==> config.mk <==
export PLATFORM = sky130hd
export DESIGN_NAME = pit_quad
export DESIGN_NICKNAME = d
export VERILOG_FILES = /design/src/rtl/pit_pkg.sv /design/src/rtl/pit_prescaler.sv /design/src/rtl/pit_channel.sv /design/src/rtl/pit_quad.sv
export SDC_FILE = /design/constraint.sdc
export NUM_CORES = 1
export LEC_CHECK = 0
export ABC_AREA = 1
export BUFFER_PORTS_ARGS = -buffer_cell sky130_fd_sc_hd__buf_2
export CAP_MARGIN = 20
export CORE_ASPECT_RATIO = 0.9
export CORE_MARGIN = 10
export CORE_UTILIZATION = 55
export CTS_BUF_LIST = sky130_fd_sc_hd__clkbuf_8
export CTS_CLUSTER_SIZE = 30
export DETAILED_ROUTE_END_ITERATION = 10
export PLACE_DENSITY_LB_ADDON = 0.12
export SLEW_MARGIN = 20
export SYNTH_ARGS = -nofsm -noshare
export SYNTH_HDL_FRONTEND = slang
export SYNTH_HIERARCHICAL = 1
export SYNTH_SLANG_ARGS = --single-unit
export TNS_END_PERCENT = 100
==> constraint.sdc <==
create_clock -name clk -period 5 [get_ports clk]
set_input_delay 1 -clock clk [delete_from_list [all_inputs] [get_ports clk]]
set_output_delay 1 -clock clk [all_outputs]
set_load 0.02 [all_outputs]
==> src/rtl/pit_pkg.sv <==
`timescale 1ns/1ps
package pit_pkg;
    localparam int ADR_CTRL  = 0;
    localparam int ADR_SEL   = 1;
    localparam int ADR_INTEN = 2;
    localparam int ADR_FLAGS = 3;
    localparam int ADR_PRE   = 4;
    localparam int ADR_LOAD  = 8;
    localparam int ADR_COUNT = 12;
    localparam int NUM_PRE   = 2;
endpackage

==> src/rtl/pit_prescaler.sv <==
`timescale 1ns/1ps
module pit_prescaler #(
    parameter int PW = 8
) (
    input  logic          clk,
    input  logic          rst_n,
    input  logic          run,
    input  logic [PW-1:0] reload,
    output logic          tick
);
    logic [PW-1:0] cnt_d, cnt_q;

    always_comb begin
        tick  = run && (cnt_q == '0);
        cnt_d = cnt_q;
        if (!run || tick) begin
            cnt_d = reload;
        end else begin
            cnt_d = cnt_q - 1'b1;
        end
    end

    always_ff @(posedge clk or negedge rst_n) begin
        if (!rst_n) cnt_q <= '0;
        else        cnt_q <= cnt_d;
    end

    // after a tick the count restarts at the reload value
    a_r2_tick_reload: assert property (@(posedge clk) disable iff (!rst_n)
        tick |=> cnt_q == $past(reload));
    // a stopped prescaler holds its reload value
    a_r9_pre_hold: assert property (@(posedge clk) disable iff (!rst_n)
        !run |=> cnt_q == $past(reload));
endmodule

==> src/rtl/pit_channel.sv <==
`timescale 1ns/1ps
module pit_channel #(
    parameter int CW = 16
) (
    input  logic          clk,
    input  logic          rst_n,
    input  logic          run,
    input  logic          tick,
    input  logic [CW-1:0] load,
    output logic [CW-1:0] count,
    output logic          timeout
);
    logic [CW-1:0] cnt_d, cnt_q;

    always_comb begin
        timeout = run && tick && (cnt_q == '0);
        cnt_d   = cnt_q;
        if (!run || timeout) begin
            cnt_d = load;
        end else if (tick) begin
            cnt_d = cnt_q - 1'b1;
        end
    end

    always_ff @(posedge clk or negedge rst_n) begin
        if (!rst_n) cnt_q <= '0;
        else        cnt_q <= cnt_d;
    end

    assign count = cnt_q;

    // without a tick a running counter keeps its value
    a_r3_no_tick_hold: assert property (@(posedge clk) disable iff (!rst_n)
        (run && !tick) |=> $stable(cnt_q));
    // on time-out the counter restarts from the load value
    a_r3_reload: assert property (@(posedge clk) disable iff (!rst_n)
        timeout |=> cnt_q == $past(load));
endmodule

==> src/rtl/pit_quad.sv <==
`timescale 1ns/1ps
module pit_quad #(
    parameter int NCH = 4,
    parameter int CW  = 16,
    parameter int PW  = 8,
    parameter int DW  = 16,
    parameter int AW  = 4
) (
    input  logic           clk,
    input  logic           rst_n,
    input  logic           bus_wr,
    input  logic [AW-1:0]  bus_addr,
    input  logic [DW-1:0]  bus_wdata,
    output logic [DW-1:0]  bus_rdata,
    output logic [NCH-1:0] irq
);
    import pit_pkg::*;

    localparam int NB = NUM_PRE;

    typedef struct packed {
        logic                   run;
        logic [NCH-1:0]         sel;
        logic [NCH-1:0]         inten;
        logic [NCH-1:0]         flags;
        logic [NB-1:0][PW-1:0]  pre_rl;
        logic [NCH-1:0][CW-1:0] load;
    } regs_t;

    regs_t r_d, r_q;

    logic [NB-1:0]          pre_tick;
    logic [NCH-1:0]         ch_tmo;
    logic [NCH-1:0][CW-1:0] ch_cnt;
    logic [NCH-1:0]         clr_mask;

    for (genvar b = 0; b < NB; b++) begin : g_pre
        pit_prescaler #(.PW(PW)) u_pre (
            .clk    (clk),
            .rst_n  (rst_n),
            .run    (r_q.run),
            .reload (r_q.pre_rl[b]),
            .tick   (pre_tick[b])
        );
    end

    for (genvar i = 0; i < NCH; i++) begin : g_ch
        pit_channel #(.CW(CW)) u_ch (
            .clk     (clk),
            .rst_n   (rst_n),
            .run     (r_q.run),
            .tick    (pre_tick[r_q.sel[i]]),
            .load    (r_q.load[i]),
            .count   (ch_cnt[i]),
            .timeout (ch_tmo[i])
        );
    end

    always_comb begin
        r_d      = r_q;
        clr_mask = '0;
        if (bus_wr && bus_addr == AW'(ADR_FLAGS)) begin
            clr_mask = bus_wdata[NCH-1:0];
        end
        r_d.flags = (r_q.flags & ~clr_mask) | ch_tmo;
        if (bus_wr) begin
            if (bus_addr == AW'(ADR_CTRL))  r_d.run   = bus_wdata[0];
            if (bus_addr == AW'(ADR_SEL))   r_d.sel   = bus_wdata[NCH-1:0];
            if (bus_addr == AW'(ADR_INTEN)) r_d.inten = bus_wdata[NCH-1:0];
            for (int b = 0; b < NB; b++) begin
                if (bus_addr == AW'(ADR_PRE + b)) r_d.pre_rl[b] = bus_wdata[PW-1:0];
            end
            for (int i = 0; i < NCH; i++) begin
                if (bus_addr == AW'(ADR_LOAD + i)) r_d.load[i] = bus_wdata[CW-1:0];
            end
        end
    end

    always_ff @(posedge clk or negedge rst_n) begin
        if (!rst_n) r_q <= '0;
        else        r_q <= r_d;
    end

    always_comb begin
        bus_rdata = '0;
        if (bus_addr == AW'(ADR_CTRL))  bus_rdata = DW'(r_q.run);
        if (bus_addr == AW'(ADR_SEL))   bus_rdata = DW'(r_q.sel);
        if (bus_addr == AW'(ADR_INTEN)) bus_rdata = DW'(r_q.inten);
        if (bus_addr == AW'(ADR_FLAGS)) bus_rdata = DW'(r_q.flags);
        for (int b = 0; b < NB; b++) begin
            if (bus_addr == AW'(ADR_PRE + b)) bus_rdata = DW'(r_q.pre_rl[b]);
        end
        for (int i = 0; i < NCH; i++) begin
            if (bus_addr == AW'(ADR_LOAD + i))  bus_rdata = DW'(r_q.load[i]);
            if (bus_addr == AW'(ADR_COUNT + i)) bus_rdata = DW'(ch_cnt[i]);
        end
    end

    assign irq = r_q.flags & r_q.inten;

    for (genvar i = 0; i < NCH; i++) begin : g_chk
        // a time-out always leaves the flag set (also R6 when a clear collides)
        a_r6_set_wins: assert property (@(posedge clk) disable iff (!rst_n)
            ch_tmo[i] |=> r_q.flags[i]);
        // a clearing write with no time-out drops the flag
        a_r5_w1c: assert property (@(posedge clk) disable iff (!rst_n)
            (bus_wr && bus_addr == AW'(ADR_FLAGS) && bus_wdata[i] && !ch_tmo[i])
            |=> !r_q.flags[i]);
        // enabling a pending flag raises the request right away
        a_r7_enable_pending: assert property (@(posedge clk) disable iff (!rst_n)
            (bus_wr && bus_addr == AW'(ADR_INTEN) && bus_wdata[i] && r_q.flags[i])
            |=> irq[i]);
    end

    // no time-out while stopped
    a_r9_no_timeout_stopped: assert property (@(posedge clk) disable iff (!rst_n)
        !r_q.run |-> ch_tmo == '0);
endmodule

==> reports/summary.txt <==
Top FF cell, synth - dfrtp_1
Port Buffers - 42
Post-synth cell types - 33
Global-route wire length before repair - 50,100 um
Max-slew violations - 0
WS Path Type - in -> out
Yosys top cell area share - 41.2%
Layout net count - 1,568
Most common cell after layout, fill and taps aside - nand2_1
Post-synthesis mux area share - 0%
Drt wl/cell - 17.4 um
Complex-gate fraction of the synthesized area - 7.67%
Core area - 0.0186 mm^2
CTS HTree Levels - 4
Synthesized net count - 1,539
CTS tree - done
Flops & latches, synth - 173
Cts hold-fix bufs - 0
Post-DP HPWL - 22,900 um
PwrDens - 477 mW/mm^2
Peak Freq - 272 MHz
Status - finished clean
Clk_skew - 13.6 ps
Mapped Avg Cell Area - 6.97 um^2
Worst Tran Pin Value - 908 ps
Area contributors post-synth - dfrtp_1 41%, nand2_1 20%, nand3_1 6.7%
Setup violators final - 0
Worst vdd ir - 0.228 mV
Asr flop ratio synth - 100%
Clk buf depth - 2
Vias - 9,898
Final Core Density - 60.2%
Vias per inst - 5.52
Fin cells - 1,794
Final period util - 73.6%
Detail Route Antenna Nets - 0
RSZ-0062 raised after global routing - false
Antenna violations before repair - 0
Final Hold Vio Count - 0
Die height - 151 um
Post-synth EDFFs - 0
Row count - 47
1st-iter DRT viols - 1,087
Cell Area, Synth - 0.0105 mm^2
Full die area - 0.0250 mm^2
Routed wire length - 31,300 um
Slew Limit Headroom - 39.3%
Area share of fa/ha/maj cells after synthesis - 0.953%
Root Buffer - clkbuf_8
Layout area overhead - 6.48%
CP Max Fanout - 16
Synth Warn # - 6
Filler cells - 1,788
Vias in the first global route - 8,934
Worst skew pair latency - 470 ps
Lkg Pwr - 5.79 nW
Max-cap violations - 0
Seq/Total Area, Yosys - 41.2%
Clock sinks - 173
Routability congestion estimate - 0.956
Post-cts sizing count - 0
Simple-gate share of the synthesized area - 38.3%
Post-CTS Setup Inserts - 0
I/O pin count - 43
Post-Place Cells - 1,763
Minimum clock period - 3680 ps
Crit end category - primary output
Worst path required time - 4000 ps
Post-Synth XOR/XNOR Area - 3.17%
Gr usage total - 25.0%
Post-Synthesis Cells - 1,508
Area after DPL - 0.0108 mm^2
Diode count - 0
CP arrival - 2680 ps
Largest family of logic cells by synthesized area - simple AND/OR/NAND/NOR gates
Cells on worst reg2reg path - 10
TritonCTS Buffers - 17
Most frequent cells in the layout - 572 x nand2_1, 173 x dfrtp_1, 155 x inv_1
Initial Util - 56.5%
Startpoint Class - input port
Detailed-route DRC error count - 0
Drt pass-1 iters - 5
Worst-path clk slew - 90 ps
Worst Hold Class - reg -> reg
Global route overflow - 0
Setup tns final - 0 ps
Leading area contributor after synthesis - dfrtp_1
Die X-Extent - 166 um
Fin area - 0.0112 mm^2
Largest net degree at the start of global routing - 97
Min-Delay Path Depth - 2
Share of layout cells above drive strength 1 - 10.1%
## area by class of cell
type	count	area (um^2)	share of cell area (%)
clock buffer	19	262	2.34
clock inverter	12	97.6	0.872
inverter	166	643	5.75
multi-input combinational	1129	5260	47.0
sequential	173	4330	38.7
tap	245	307	2.74
timing repair buffer	50	289	2.58
## cell families (layout without fill, tap and decap cells)
group	count (synthesis)	after routing
adder cells (fa/ha/maj)	8	8
AO/OA/AOI/OAI	151	151
XOR/XNOR	38	38
AND/OR/NAND/NOR	932	932
flip-flops	173	173
buffers and inverters	206	247
## state kept, by name, indices dropped and copies added, names as in the netlist
name	cells
g_pre.u_pre/cnt_q	16
g_ch.u_ch/count	64
r_q	93
## layer usage
| layer | part of all wire, % | GRT usage, % |
|---|---|---|
| met2 | 43 | 37.0 |
| met1 | 47 | 36.4 |
| met4 | 1.9 | 6.55 |
| met3 | 8.9 | 5.00 |
| met5 | 0 | 0 |
## per-stage QoR
step | setup slack, ps | hold slack [ps] | power [mW]
6_report | 1320 | 524 | 5.34
5_1_grt | 1140 | 545 | 5.75
4_1_cts | 1370 | 523 | 5.30
3_5_place_dp | 1380 | 500 | 4.38
3_3_place_gp | 1370 | 491 | 4.34
2_1_floorplan | 1970 | 464 | 3.78
## cells in the mapped netlist (5+ instances only)
master,number
a21oi_1,20
buf_2,12
buf_4,7
buf_6,11
clkbuf_1,10
dfrtp_1,173
ha_1,8
inv_1,153
inv_2,7
inv_4,5
nand2_1,572
nand2_2,20
nand2_4,5
nand3_1,141
nand4_1,32
nor2_1,119
nor2_2,21
nor2_4,5
nor3_1,6
o211ai_1,8
o21ai_0,113
xnor2_1,12
xor2_1,26
## power by group
part | internal, mW | total (mW) | switching, mW
clock network | 0.412 | 0.935 | 0.522
registers | 1.79 | 2.40 | 0.605
logic | 0.704 | 2.01 | 1.30
## path summary, 6_finish.rpt
check | endpoint | slack [ps] | start
max | bus_rdata[5] | 1320 | bus_addr[0]
min | r_q[50] | 520 | r_q[50]
max reg2reg | g_ch[3].u_ch/count[6] | 1710 | r_q[92]
min reg2reg | r_q[50] | 520 | r_q[50]
max in group asynchronous | g_ch[0].u_ch/count[9] | 3450 | rst_n
min in group asynchronous | g_pre[0].u_pre/cnt_q[4] | 550 | rst_n
## worst max-delay path, stage by stage
cell and delay (ps):
buf_2 120, nor2_1 320, nand2_1 170, inv_2 250
nand2_1 90, nand3_1 90, a21oi_1 60, nand4_1 80
o21ai_0 190, nand3_1 120, buf_2 170
No activity file was read; power rests on OpenSTA's default activity.
